--- src/rtl/dsa_pkg.sv ---
package dsa_pkg;
    localparam int DIGIT_W      = 4;
    localparam int WORD_W       = 24;
    localparam int MAX_WORDS    = 4;
    localparam int DIG_PER_WORD = WORD_W / DIGIT_W;
    localparam int MAX_DIGITS   = MAX_WORDS * DIG_PER_WORD;
    localparam int OPND_W       = MAX_WORDS * WORD_W;
    localparam int IDX_W        = $clog2(MAX_DIGITS);
    localparam int WCNT_W       = $clog2(MAX_WORDS);

    typedef logic [DIGIT_W-1:0] digit_t;
    typedef logic [IDX_W-1:0]   idx_t;

    typedef enum logic [1:0] {
        PH_IDLE,
        PH_ADD,
        PH_RECOMP
    } phase_e;

    typedef struct packed {
        logic dec;
        logic eff_sub;
        logic neg;
    } op_ctl_t;

    // radix-minus-one complement of a digit
    function automatic digit_t digit_comp(digit_t d, logic dec);
        return dec ? digit_t'(digit_t'(9) - d) : ~d;
    endfunction

    // highest digit index reachable with (wc+1) words
    function automatic idx_t field_top(logic [WCNT_W-1:0] wc);
        return idx_t'((int'(wc) + 1) * DIG_PER_WORD - 1);
    endfunction
endpackage

--- src/rtl/dsa_digit_adder.sv ---
module dsa_digit_adder
    import dsa_pkg::*;
(
    input  digit_t a_i,
    input  digit_t b_i,
    input  logic   cin_i,
    input  logic   dec_i,
    output digit_t sum_o,
    output logic   cout_o
);
    logic [DIGIT_W:0] raw;
    logic [DIGIT_W:0] fixed;

    always_comb begin
        raw = {1'b0, a_i} + {1'b0, b_i} + {{DIGIT_W{1'b0}}, cin_i};
        if (dec_i && raw > (DIGIT_W+1)'(9)) begin
            fixed  = raw + (DIGIT_W+1)'(6);
            cout_o = 1'b1;
        end else begin
            fixed  = raw;
            cout_o = dec_i ? 1'b0 : raw[DIGIT_W];
        end
        sum_o = fixed[DIGIT_W-1:0];
    end

    // two BCD digits always produce a BCD digit
    always_comb begin
        if (dec_i && a_i <= digit_t'(9) && b_i <= digit_t'(9)) begin
            assert_bcd_digit_R3: assert (sum_o <= digit_t'(9))
                else $error("decimal digit sum out of range");
        end
    end
endmodule

--- src/rtl/dsa_field_seq.sv ---
module dsa_field_seq
    import dsa_pkg::*;
(
    input  logic clk,
    input  logic rst,
    input  logic load_i,
    input  idx_t lo_i,
    input  idx_t hi_i,
    input  logic restart_i,
    input  logic step_i,
    input  logic active_i,
    output idx_t idx_o,
    output logic last_o,
    output idx_t lo_o,
    output idx_t hi_o
);
    idx_t idx_q, lo_q, hi_q;

    always_ff @(posedge clk) begin
        if (rst) begin
            idx_q <= '0;
            lo_q  <= '0;
            hi_q  <= '0;
        end else if (load_i) begin
            idx_q <= lo_i;
            lo_q  <= lo_i;
            hi_q  <= hi_i;
        end else if (restart_i) begin
            idx_q <= lo_q;
        end else if (step_i) begin
            idx_q <= idx_q + idx_t'(1);
        end
    end

    assign idx_o  = idx_q;
    assign last_o = (idx_q == hi_q);
    assign lo_o   = lo_q;
    assign hi_o   = hi_q;

    // the digit pointer never leaves the field while running
    assert_idx_in_field_R7: assert property (@(posedge clk) disable iff (rst)
        active_i |-> (idx_q >= lo_q && idx_q <= hi_q))
        else $error("digit index outside field");
endmodule

--- src/rtl/digit_serial_adder.sv ---
module digit_serial_adder
    import dsa_pkg::*;
(
    input  logic              clk,
    input  logic              rst,
    input  logic              start,
    input  logic              dec_mode,
    input  logic              sub_op,
    input  logic [WCNT_W-1:0] word_cnt,
    input  logic [IDX_W-1:0]  fld_lo,
    input  logic [IDX_W-1:0]  fld_hi,
    input  logic [OPND_W-1:0] a_val,
    input  logic              a_neg,
    input  logic [OPND_W-1:0] b_val,
    input  logic              b_neg,
    output logic              busy,
    output logic              done,
    output logic [OPND_W-1:0] sum_val,
    output logic              sum_neg,
    output logic              ovf
);
    phase_e            phase_q;
    op_ctl_t           ctl_q;
    logic [OPND_W-1:0] a_q, b_q, res_q;
    logic              carry_q, done_q, ovf_q;

    idx_t idx, lo_q, hi_q, hi_eff, lo_eff;
    logic last, load, need_recomp, restart, step, running;

    // clamp the field to the operand length
    always_comb begin
        hi_eff = field_top(word_cnt);
        if (fld_hi < hi_eff) hi_eff = fld_hi;
        lo_eff = (fld_lo > hi_eff) ? hi_eff : fld_lo;
    end

    digit_t a_dig, b_dig, r_dig, da, db, sum_d;
    logic   carry_out;

    assign a_dig = a_q[idx*DIGIT_W +: DIGIT_W];
    assign b_dig = b_q[idx*DIGIT_W +: DIGIT_W];
    assign r_dig = res_q[idx*DIGIT_W +: DIGIT_W];

    always_comb begin
        if (phase_q == PH_RECOMP) begin
            da = digit_comp(r_dig, ctl_q.dec);
            db = '0;
        end else begin
            da = a_dig;
            db = ctl_q.eff_sub ? digit_comp(b_dig, ctl_q.dec) : b_dig;
        end
    end

    dsa_digit_adder u_adder (
        .a_i    (da),
        .b_i    (db),
        .cin_i  (carry_q),
        .dec_i  (ctl_q.dec),
        .sum_o  (sum_d),
        .cout_o (carry_out)
    );

    assign running     = (phase_q != PH_IDLE);
    assign load        = (phase_q == PH_IDLE) && start;
    assign need_recomp = (phase_q == PH_ADD) && last && ctl_q.eff_sub && !carry_out;
    assign restart     = need_recomp;
    assign step        = running && !last;

    dsa_field_seq u_seq (
        .clk       (clk),
        .rst       (rst),
        .load_i    (load),
        .lo_i      (lo_eff),
        .hi_i      (hi_eff),
        .restart_i (restart),
        .step_i    (step),
        .active_i  (running),
        .idx_o     (idx),
        .last_o    (last),
        .lo_o      (lo_q),
        .hi_o      (hi_q)
    );

    // per-digit field mask, used by the checks below
    logic [OPND_W-1:0] field_mask;
    for (genvar g = 0; g < MAX_DIGITS; g++) begin : g_mask
        assign field_mask[g*DIGIT_W +: DIGIT_W] =
            {DIGIT_W{(idx_t'(g) >= lo_q) && (idx_t'(g) <= hi_q)}};
    end

    always_ff @(posedge clk) begin
        if (rst) begin
            phase_q <= PH_IDLE;
            ctl_q   <= '0;
            a_q     <= '0;
            b_q     <= '0;
            res_q   <= '0;
            carry_q <= 1'b0;
            done_q  <= 1'b0;
            ovf_q   <= 1'b0;
        end else begin
            done_q <= 1'b0;
            case (phase_q)
                PH_IDLE: begin
                    if (start) begin
                        a_q           <= a_val;
                        b_q           <= b_val;
                        res_q         <= a_val;
                        ctl_q.dec     <= dec_mode;
                        ctl_q.eff_sub <= sub_op ^ a_neg ^ b_neg;
                        ctl_q.neg     <= a_neg;
                        carry_q       <= sub_op ^ a_neg ^ b_neg;
                        ovf_q         <= 1'b0;
                        phase_q       <= PH_ADD;
                    end
                end
                PH_ADD: begin
                    res_q[idx*DIGIT_W +: DIGIT_W] <= sum_d;
                    carry_q <= carry_out;
                    if (need_recomp) begin
                        carry_q <= 1'b1;
                        phase_q <= PH_RECOMP;
                    end else if (last) begin
                        ovf_q   <= !ctl_q.eff_sub && carry_out;
                        done_q  <= 1'b1;
                        phase_q <= PH_IDLE;
                    end
                end
                PH_RECOMP: begin
                    res_q[idx*DIGIT_W +: DIGIT_W] <= sum_d;
                    carry_q <= carry_out;
                    if (last) begin
                        ctl_q.neg <= ~ctl_q.neg;
                        done_q    <= 1'b1;
                        phase_q   <= PH_IDLE;
                    end
                end
                default: phase_q <= PH_IDLE;
            endcase
        end
    end

    assign busy    = running;
    assign done    = done_q;
    assign sum_val = res_q;
    assign sum_neg = ctl_q.neg;
    assign ovf     = ovf_q;

    // completion strobe lasts one cycle and never overlaps busy
    assert_done_pulse_R11: assert property (@(posedge clk) disable iff (rst)
        done |=> !done) else $error("done longer than one cycle");
    assert_done_not_busy_R11: assert property (@(posedge clk) disable iff (rst)
        done |-> !busy) else $error("done while busy");
    // overflow only after an effective addition
    assert_ovf_add_only_R8: assert property (@(posedge clk) disable iff (rst)
        (done && ovf) |-> !ctl_q.eff_sub) else $error("overflow on subtraction");
    // digits outside the field are never written during a run
    assert_outside_stable_R6: assert property (@(posedge clk) disable iff (rst)
        running |=> (((res_q ^ $past(res_q)) & ~field_mask) == '0))
        else $error("digit outside field changed");
endmodule

--- config.mk ---
export PLATFORM = sky130hd
export DESIGN_NAME = digit_serial_adder
export DESIGN_NICKNAME = d
export VERILOG_FILES = /design/src/rtl/dsa_pkg.sv /design/src/rtl/dsa_digit_adder.sv /design/src/rtl/dsa_field_seq.sv /design/src/rtl/digit_serial_adder.sv
export SDC_FILE = /design/constraint.sdc
export NUM_CORES = 1
export LEC_CHECK = 0
export BUFFER_PORTS_ARGS = -buffer_cell sky130_fd_sc_hd__buf_2
export CORE_AREA = 4 4 166 168
export CTS_BUF_LIST = sky130_fd_sc_hd__clkbuf_8
export DETAILED_ROUTE_END_ITERATION = 10
export DIE_AREA = 0 0 170 172
export GPL_ROUTABILITY_DRIVEN = 0
export PLACE_DENSITY = 0.89
export SYNTH_ARGS = -nofsm -noshare
export SYNTH_HDL_FRONTEND = slang
export SYNTH_SLANG_ARGS = --single-unit
--- constraint.sdc ---
create_clock -name clk -period 14.5 [get_ports clk]
set_clock_uncertainty 0.05 [all_clocks]
set_input_delay 2.175 -clock clk [delete_from_list [all_inputs] [get_ports clk]]
set_output_delay 2.175 -clock clk [all_outputs]
set_load 0.02 [all_outputs]
==> PnR_summary.wiki, run 1 <==
{| class="wikitable"
! Metric !! Value
|-
| Number of buffers inserted during clock tree synthesis || 50
|-
| Dominant delay contributor by cell family on the critical path || compound AO/OA/AOI/OAI gates
|-
| Estimated wirelength of the detail-placed design || 38500 um
|-
| Synth-to-layout area growth || 15.5%
|-
| Required arrival time at the worst endpoint || 14.87 ns
|-
| Critical path's most frequent cell || sky130_fd_sc_hd__fa_1
|-
| Clock sink count || 311
|-
| Hold crit path type || flop to flop
|-
| Pwr/cell area || 147 nW/um2
|-
| Setup Crit Path Kind || flop to flop
|-
| Unrepaired setup endpoints after global routing || false
|-
| Vias in the first global route || 15700
|-
| Total wire length after detailed routing || 55500 um
|-
| Slew headroom || 4.68%
|-
| Core utilization of the finished layout || 70.8%
|-
| Final Hold Vio Count || 0
|-
| Post-cts gate resize count || 0
|-
| Post-synthesis xor/xnor area fraction || 0.992%
|-
| Met2 WL || 24100 um
|-
| Cells along the critical path || buf_4, mux4_2, a22o_1, a221oi_1, o21ai_0, nor2_1, a311oi_1, fa_1, fa_1, xnor2_1, ha_1, a21boi_0, or4b_1, a31oi_1, a21o_1, nand2b_1, a211oi_1
|-
| Status || finished, final reports clean
|-
| Standard-cell row count || 59
|-
| Placed cell areas || 17400 um2
|-
| Highest routing layer actually used || met5
|-
| Area share of fa/ha/maj cells after synthesis || 2.38%
|-
| Fin area || 18400 um2
|-
| Summed negative setup slack over all endpoints || 0 ns
|-
| Die width || 170 um
|-
| Worst-path maximum fanout || 55
|-
| Maximum number of buffers from clock root to sink || 3
|-
| Per-cell routed wire length || 22.3 um
|-
| Post-synth EDFFs || 0
|-
| Detailed-routing iteration count for the pre-antenna-repair pass || 11
|-
| Multiplexer share of the synthesized area || 11.1%
|-
| Sequential fraction of the synthesis area || 39.2%
|-
| Wire length of the first global-routing pass || 83900 um
|-
| CP startpoint kind || flop
|-
| IR Drop Worst-Case VDD || 0.0000844 V
|-
| Initial antenna violation count || 0
|-
| Vias after detailed routing || 16700
|-
| Area taken by multi-input logic gates || 8850 um2
|-
| Setup crit end kind || flop
|-
| Post-detailed-route via-to-cell ratio || 6.70
|-
| Effective utilization at floorplan || 61.3%
|-
| Critical Path Max Stage Delay || 0.89 ns
|-
| Filler instances || 1941
|-
| Count of unresolved DRC violations after routing || 0
|-
| Antenna-violating nets left || 0
|-
| Fmax || 139 MHz
|-
| Full die area || 29200 um2
|-
| TritonCTS clock tree || built
|-
| Clk Latency, worst-skew pair || 0.60 ns
|-
| Core outline area || 25900 um2
|-
| Leakage dissipation || 7.48 nW
|-
| Total global-route track usage || 35.9%
|-
| Met3 routed wirelength || 8510 um
|-
| Critical path buffer and inverter count || 1
|-
| DRC violation total after the first TritonRoute iteration || 2995
|-
| Transition time at the pin with the least slew margin || 1.42 ns
|-
| Final instance count without filler cells || 2484
|-
| I/O pin cnt || 311
|-
| Final critical delay including setup and external delays || 7.21 ns
|-
| Synthesis-stage register bit count || 311
|-
| Placed instance count || 2398
|-
| Number of port buffers || 310
|-
| Count of mapped cells out of synthesis || 1888
|-
| Synthesis warning total || 0
|-
| Fraction of the mapped netlist area in simple logic gates || 19.4%
|-
| Number of buffers inserted by post-CTS setup repair || 0
|-
| Pin count of the biggest net entering global routing || 173
|-
| Crit path DAT || 7.58 ns
|-
| Count of hold buffers inserted by post-cts repair || 0
|-
| Total count of max-transition violations in the final report || 0
|-
| Primary flip-flop cell chosen by synthesis mapping || sky130_fd_sc_hd__dfxtp_1
|-
| Final period util || 49.7%
|-
| Async set-reset flop share out of synthesis || 0%
|-
| Nets@finish || 2355
|-
| Clk slew on worst S/H paths || 0.06 ns
|-
| Library cells used by synthesis || 93
|-
| Floorplan die height || 172 um
|-
| Number of max-cap violations || 0
|-
| Fraction of layout cells with a size suffix above 1 || 23.2%
|-
| Number of H-tree branching levels || 2
|-
| Post-synthesis area per instance || 8.42 um2
|-
| Total overflow reported by the global router || 0
|-
| Met1 routed wirelength after detailed routing || 19600 um
|-
| Combinational family with the most area after synthesis || compound AO/OA/AOI/OAI gates
|-
| Complex-gate fraction of the synthesized area || 21.7%
|-
| Clock root buffer || sky130_fd_sc_hd__clkbuf_8
|-
| Post-synth design cell area || 15900 um2
|-
| Nets in the synthesized netlist || 2128
|-
| Storage element area || 6230 um2
|-
| CP max-delay cell || sky130_fd_sc_hd__a21o_1
|-
| Setup-violating endpoint count in the final report || 0
|}
[per-layer routing]
layer | track usage (%) | up-vias
met3 | 11.6 | 334
li1 | - | 7254
met4 | 16.9 | 2
met1 | 46.1 | 7677
met2 | 55.2 | 1388
met5 | 0.669 | -
[power breakdown]
| group | switching [W] | internal (W) | total (W) | leakage, nW |
|---|---|---|---|---|
| Sequential | 0.0000843 | 0.000937 | 0.00102 | 2.56 |
| Combinational | 0.000617 | 0.000308 | 0.000925 | 4.35 |
| Clock | 0.000348 | 0.000397 | 0.000745 | 0.567 |
[cells by family after synthesis]
kind of cell,after synthesis
multiplexers,96
AO/OA/AOI/OAI,525
adder cells (fa/ha/maj),29
buffers and inverters,197
flip-flops,311
XOR/XNOR,18
AND/OR/NAND/NOR,712
[path summary, 6_finish.rpt]
check / from / endpoint / slack, ns / depth (start not counted)
worst min-delay path: a_q[91] / a_q[91] / 0.40 / 2
worst max register to register: u_seq.idx_o[0] / sum_val[10] / 7.29 / 17
worst max-delay path: u_seq.idx_o[0] / sum_val[10] / 7.29 / 17
worst min register to register: a_q[91] / a_q[91] / 0.40 / 2
[final cells by class]
cell class | count | area share [%]
clock buffers | 65 | 4.87
multi-input cells | 1380 | 48.2
diodes | 1 | 0.0136
inverters | 44 | 0.900
repair buffers | 328 | 9.31
well taps | 335 | 2.28
clock inverters | 20 | 0.436
flip-flops and latches | 311 | 34.0
[cell usage in the layout (no fill, tap or decap), types with 13 or more instances in the layout]
cell type                  Yosys  layout
sky130_fd_sc_hd__a211oi_1     21      21
sky130_fd_sc_hd__a21oi_1     240     240
sky130_fd_sc_hd__a221oi_1     25      25
sky130_fd_sc_hd__a22oi_1      31      31
sky130_fd_sc_hd__a31oi_1      14      14
sky130_fd_sc_hd__buf_2        30     309
sky130_fd_sc_hd__buf_4        10      17
sky130_fd_sc_hd__clkbuf_8      0      66
sky130_fd_sc_hd__dfxtp_1     311     309
sky130_fd_sc_hd__ha_1         27      27
sky130_fd_sc_hd__inv_1        42      60
sky130_fd_sc_hd__mux2i_1      26      26
sky130_fd_sc_hd__mux4_2       64      64
sky130_fd_sc_hd__nand2_1     440     439
sky130_fd_sc_hd__nand2b_1     13      13
sky130_fd_sc_hd__nand3_1      28      28
sky130_fd_sc_hd__nor2_1      113     111
sky130_fd_sc_hd__nor2b_1      15      15
sky130_fd_sc_hd__nor3_1       33      33
sky130_fd_sc_hd__o21ai_0      40      40
sky130_fd_sc_hd__o22ai_1      14      14
[sequential cells by signal, summed over array words and instances, names as in the netlist]
name         cells
carry_q          1
ctl_q            2
u_seq.idx_o      5
u_seq.lo_o       5
sum_neg          1
done             1
a_q             96
sum_val         96
phase_q          2
ovf              1
u_seq.hi_o       5
b_q             96
[worst register-to-register path, stage by stage, from the launching register on]
cell	delay, ns
sky130_fd_sc_hd__dfxtp_4	0.75
sky130_fd_sc_hd__buf_4	0.87
sky130_fd_sc_hd__mux4_2	0.64
sky130_fd_sc_hd__a22o_1	0.25
sky130_fd_sc_hd__a221oi_1	0.21
sky130_fd_sc_hd__o21ai_0	0.13
sky130_fd_sc_hd__nor2_1	0.10
sky130_fd_sc_hd__a311oi_1	0.09
sky130_fd_sc_hd__fa_1	0.51
sky130_fd_sc_hd__fa_1	0.46
sky130_fd_sc_hd__xnor2_1	0.52
sky130_fd_sc_hd__ha_1	0.24
sky130_fd_sc_hd__a21boi_0	0.16
sky130_fd_sc_hd__or4b_1	0.60
sky130_fd_sc_hd__a31oi_1	0.29
sky130_fd_sc_hd__a21o_1	0.89
sky130_fd_sc_hd__nand2b_1	0.21
sky130_fd_sc_hd__a211oi_1	0.07
[synth_stat cells, types with 9 or more instances]
cell | number | area (um2)
sky130_fd_sc_hd__dfxtp_1 | 311 | 6230
sky130_fd_sc_hd__a22oi_1 | 31 | 233
sky130_fd_sc_hd__xor2_1 | 9 | 78.8
sky130_fd_sc_hd__o22ai_1 | 14 | 87.6
sky130_fd_sc_hd__nor3_1 | 33 | 165
sky130_fd_sc_hd__o31ai_1 | 12 | 90.1
sky130_fd_sc_hd__nor2_1 | 113 | 424
sky130_fd_sc_hd__nor4_1 | 9 | 56.3
sky130_fd_sc_hd__mux2i_1 | 26 | 260
sky130_fd_sc_hd__buf_4 | 10 | 75.1
sky130_fd_sc_hd__mux4_2 | 64 | 1440
sky130_fd_sc_hd__xnor2_1 | 9 | 78.8
sky130_fd_sc_hd__or3_1 | 9 | 56.3
sky130_fd_sc_hd__and3_1 | 12 | 75.1
sky130_fd_sc_hd__ha_1 | 27 | 338
sky130_fd_sc_hd__o21ai_1 | 9 | 45.0
sky130_fd_sc_hd__inv_1 | 42 | 158
sky130_fd_sc_hd__a21oi_1 | 240 | 1200
sky130_fd_sc_hd__o211ai_1 | 9 | 67.6
sky130_fd_sc_hd__buf_1 | 11 | 41.3
sky130_fd_sc_hd__o21ai_0 | 40 | 200
sky130_fd_sc_hd__a2111oi_0 | 9 | 78.8
sky130_fd_sc_hd__nand2_1 | 440 | 1650
sky130_fd_sc_hd__buf_2 | 30 | 150
sky130_fd_sc_hd__a31oi_1 | 14 | 87.6
sky130_fd_sc_hd__nand2b_1 | 13 | 81.3
sky130_fd_sc_hd__a221oi_1 | 25 | 219
sky130_fd_sc_hd__a21o_1 | 12 | 90.1
sky130_fd_sc_hd__clkbuf_1 | 100 | 375
sky130_fd_sc_hd__nand3_1 | 28 | 140
sky130_fd_sc_hd__a211oi_1 | 21 | 158
sky130_fd_sc_hd__nor2b_1 | 15 | 93.8
[stage by stage]
step	hold WS, ns	setup WS, ns	power (W)
3_5_place_dp	0.394	7.45	0.00191
6_report	0.402	7.29	0.00269
2_1_floorplan	0.382	9.08	0.00163
4_1_cts	0.402	7.45	0.00264
5_1_grt	0.411	6.93	0.00278
3_3_place_gp	0.389	7.78	0.00187
Power figures use the tool's default switching activity.
==> run 2: changes to the inputs <==
- CORE_AREA: 4 4 166 168 -> 4 4 171 173
- DIE_AREA: 0 0 170 172 -> 0 0 175 177
- PLACE_DENSITY: 0.89 -> 0.84
- clock period: 14.5 -> 6.95 ns (I/O delays scaled with it)
==> run 2 against run 1 <==
Compared with the run above: the flow now finishes with violations (max-capacitance violations); wire length rose by 1.4%; register-to-register slack got worse by 6.8 ns; first-iteration DRC count fell by 9.8%; sequential share of layout area fell by 0.27 points; sequential cell count did not move; clock power rose by 110%; setup slack got worse by 6.8 ns; die area rose by 5.9%; sequential power rose by 110%; final area rose by 0.80%; highest routed layer is now met4; global-route usage fell by 1.3 points.
==> PnR_summary.wiki, run 2 (synthesis gave the netlist of run 1 again) <==
{| class="wikitable"
! Metric !! Value
|-
| Status || finished with violations
|-
| Violated checks || max-capacitance violations
|-
| Power after layout || 0.00566 W (+110%)
|-
| Estimated wirelength of the detail-placed design || 40200 um (+4.3%)
|-
| Vias after detailed routing || 16600 (-0.40%)
|-
| R2R Path Start || u_seq.idx_o[0]
|-
| TritonCTS clock tree || built
|-
| IR Drop Worst-Case VDD || 0.000150 V (+78%)
|-
| Total wire length after detailed routing || 56300 um (+1.4%)
|-
| Clock sink count || 311 (unchanged)
|-
| Clk slew on worst S/H paths || 0.06 ns (about the same)
|-
| Critical path's most frequent cell || sky130_fd_sc_hd__ha_1
|-
| Worst-path maximum fanout || 51 (-7.3%)
|-
| Most used cells in the layout excluding fill and tap cells || sky130_fd_sc_hd__nand2_1, sky130_fd_sc_hd__dfxtp_1, sky130_fd_sc_hd__buf_2, sky130_fd_sc_hd__a21oi_1, sky130_fd_sc_hd__nor2_1
|-
| Hold crit path type || flop to flop
|-
| Fmax || 155 MHz (+11%)
|-
| Required arrival time at the worst endpoint || 7.35 ns (-7.52 ns)
|-
| Full die area || 31000 um2 (+5.9%)
|-
| Number of port buffers || 310 (unchanged)
|-
| Clk Latency, worst-skew pair || 0.61 ns (about the same)
|-
| Fraction of layout cells with a size suffix above 1 || 23.6% (+0.40 points)
|-
| Nets@finish || 2365 (+0.42%)
|-
| Slew headroom || 1.20% (-3.5 points)
|-
| Post-detailed-route via-to-cell ratio || 6.52 (-2.7%)
|-
| Vias in the first global route || 15700 (+0.31%)
|-
| Critical Path Max Stage Delay || 0.95 ns (+0.06 ns)
|-
| Wire length of the first global-routing pass || 85500 um (+2.0%)
|-
| Leakage dissipation || 7.54 nW (+0.85%)
|-
| Pwr/cell area || 306 nW/um2 (+110%)
|-
| Initial antenna violation count || 1 (+1)
|-
| Unrepaired setup endpoints after global routing || false
|-
| Setup crit end kind || flop
|-
| Transition time at the pin with the least slew margin || 1.47 ns (+0.0518 ns)
|-
| Total global-route track usage || 34.6% (-1.3 points)
|-
| Met3 track demand over resource in global routing || 9.74% (-1.8 points)
|-
| Cells along the critical path || buf_4, mux4_2, a22oi_1, nand2_1, a221oi_2, ha_1, mux2i_1, o21bai_1, ha_1, xnor2_1, ha_1, a21boi_0, or4b_1, a31oi_1, a21o_1, buf_4, a41oi_1
|-
| Count of hold buffers inserted by post-cts repair || 0 (unchanged)
|-
| GRT busiest layer || met2
|-
| Post-cts gate resize count || 0 (unchanged)
|-
| Number of max-cap violations || 1 (+1)
|-
| I/O pin cnt || 311 (unchanged)
|-
| Floorplan die height || 177 um (+2.9%)
|-
| Per-cell routed wire length || 22.1 um (-0.97%)
|-
| Count of unresolved DRC violations after routing || 0 (unchanged)
|-
| Antenna-violating nets left || 0 (unchanged)
|-
| Capture point of the worst reg-to-reg path || sum_val[70]
|-
| Die width || 175 um (+2.9%)
|-
| CP max-delay cell || sky130_fd_sc_hd__dfxtp_4
|-
| Total count of max-transition violations in the final report || 0 (unchanged)
|-
| Clock root buffer || sky130_fd_sc_hd__clkbuf_8
|-
| Hold-critical path endpoint || a_q[81]
|-
| Maximum number of buffers from clock root to sink || 3 (unchanged)
|-
| Setup Crit Path Kind || flop to flop
|-
| CP startpoint kind || flop
|-
| Number of buffers inserted by post-CTS setup repair || 0 (unchanged)
|-
| Number of buffers inserted during clock tree synthesis || 51 (+2.0%)
|-
| Final Hold Vio Count || 0 (unchanged)
|-
| Core outline area || 27600 um2 (+6.6%)
|-
| Summed negative setup slack over all endpoints || 0 ns (unchanged)
|-
| Effective utilization at floorplan || 57.5% (-3.8 points)
|-
| Met1 demand-to-capacity share in global routing || 45.3% (-0.82 points)
|-
| Final critical delay including setup and external delays || 6.46 ns (-0.743 ns)
|-
| Crit path DAT || 6.87 ns (-0.71 ns)
|-
| Detailed-routing iteration count for the pre-antenna-repair pass || 8 (-3)
|-
| Worst Hold Launch || a_q[81]
|-
| Final period util || 93.0% (+43 points)
|-
| Total overflow reported by the global router || 0 (unchanged)
|-
| Most common library cell in the layout ignoring fill and taps || sky130_fd_sc_hd__nand2_1
|-
| Instance count along the most critical hold path || 2 (unchanged)
|-
| Grt met2 use || 53.0% (-2.2 points)
|-
| Reg2Reg Setup Slack || 0.49 ns (-6.81 ns)
|-
| DRC violation total after the first TritonRoute iteration || 2701 (-9.8%)
|-
| Setup-violating endpoint count in the final report || 0 (unchanged)
|-
| Worst-case reg-to-reg path depth || 17 (unchanged)
|-
| Pin count of the biggest net entering global routing || 137 (-21%)
|-
| Number of H-tree branching levels || 2 (unchanged)
|-
| Synth-to-layout area growth || 16.4%
|-
| Standard-cell row count || 61 (+3.4%)
|}
[run 2: cell count changes in the layout (fill, tap and decap cells not counted)]
cell,delta
sky130_fd_sc_hd__buf_4,+9
sky130_fd_sc_hd__clkinv_2,+3
sky130_fd_sc_hd__diode_2,+2
sky130_fd_sc_hd__inv_1,+2
sky130_fd_sc_hd__clkbuf_8,-1
sky130_fd_sc_hd__inv_8,+1
[run 2: critical path, delay by kind of cell, from the launching register on]
family,cells,cell delay [ns]
AOI/OAI and AO/OA,7,1.91
xor gates and xnor gates,1,0.41
adders and majority gates,3,0.95
buffers and inverters,2,0.67
DFF,1,0.95
muxes,2,0.69
and+or+nand+nor,2,0.68
[run 2: final cells by class]
type | instances | area [um2]
Antenna cell | 3 | 7.51
Clock buffer | 64 | 881
Clock inverter | 26 | 114
Fill cell | 2245 | 9130
Inverter | 44 | 165
Multi-Input combinational cell | 1380 | 8850
Sequential cell | 311 | 6230
Tap cell | 378 | 473
Timing Repair Buffer | 337 | 1780
[run 2: worst max path at each step]
stage / start / end / depth (start not counted)
finish: u_seq.idx_o[0] / sum_val[70] / 17
global route: u_seq.idx_o[0] / sum_val[53] / 17
CTS: u_seq.idx_o[0] / sum_val[70] / 17
detailed placement: u_seq.idx_o[0] / sum_val[70] / 17
global placement: u_seq.idx_o[0] / sum_val[70] / 17
floorplan: u_seq.idx_o[0] / sum_val[94] / 19
[run 2: metrics by stage]
step / hold slack [ns] / setup WS [ns] / instances / area [um2] / util, %
6_report: 0.401 / 0.485 / 2543 / 18500 / 67.0
5_1_grt: 0.420 / 0.0826 / 2541 / 18500 / 66.9
4_1_cts: 0.405 / 0.664 / 2540 / 18500 / 66.9
3_5_place_dp: 0.396 / 0.697 / 2450 / 17500 / 63.3
2_1_floorplan: 0.382 / 1.88 / 1888 / 15900 / -
3_3_place_gp: 0.389 / 1.00 / 2450 / 17500 / 63.3
[run 2: where the power goes]
group	switching, W	leakage (nW)	internal [W]
Sequential	0.000199	2.56	0.00195
Clock	0.000748	0.589	0.000825
Combinational	0.00127	4.39	0.000660
Total	0.00222	7.54	0.00344
[run 2: routing by layer]
layer | vias to the layer above | routed length [um]
li1 | 7274 | -
met1 | 7742 | 20800
met2 | 1288 | 24700
met3 | 284 | 7760
met4 | 0 | 2970
met5 | - | 0
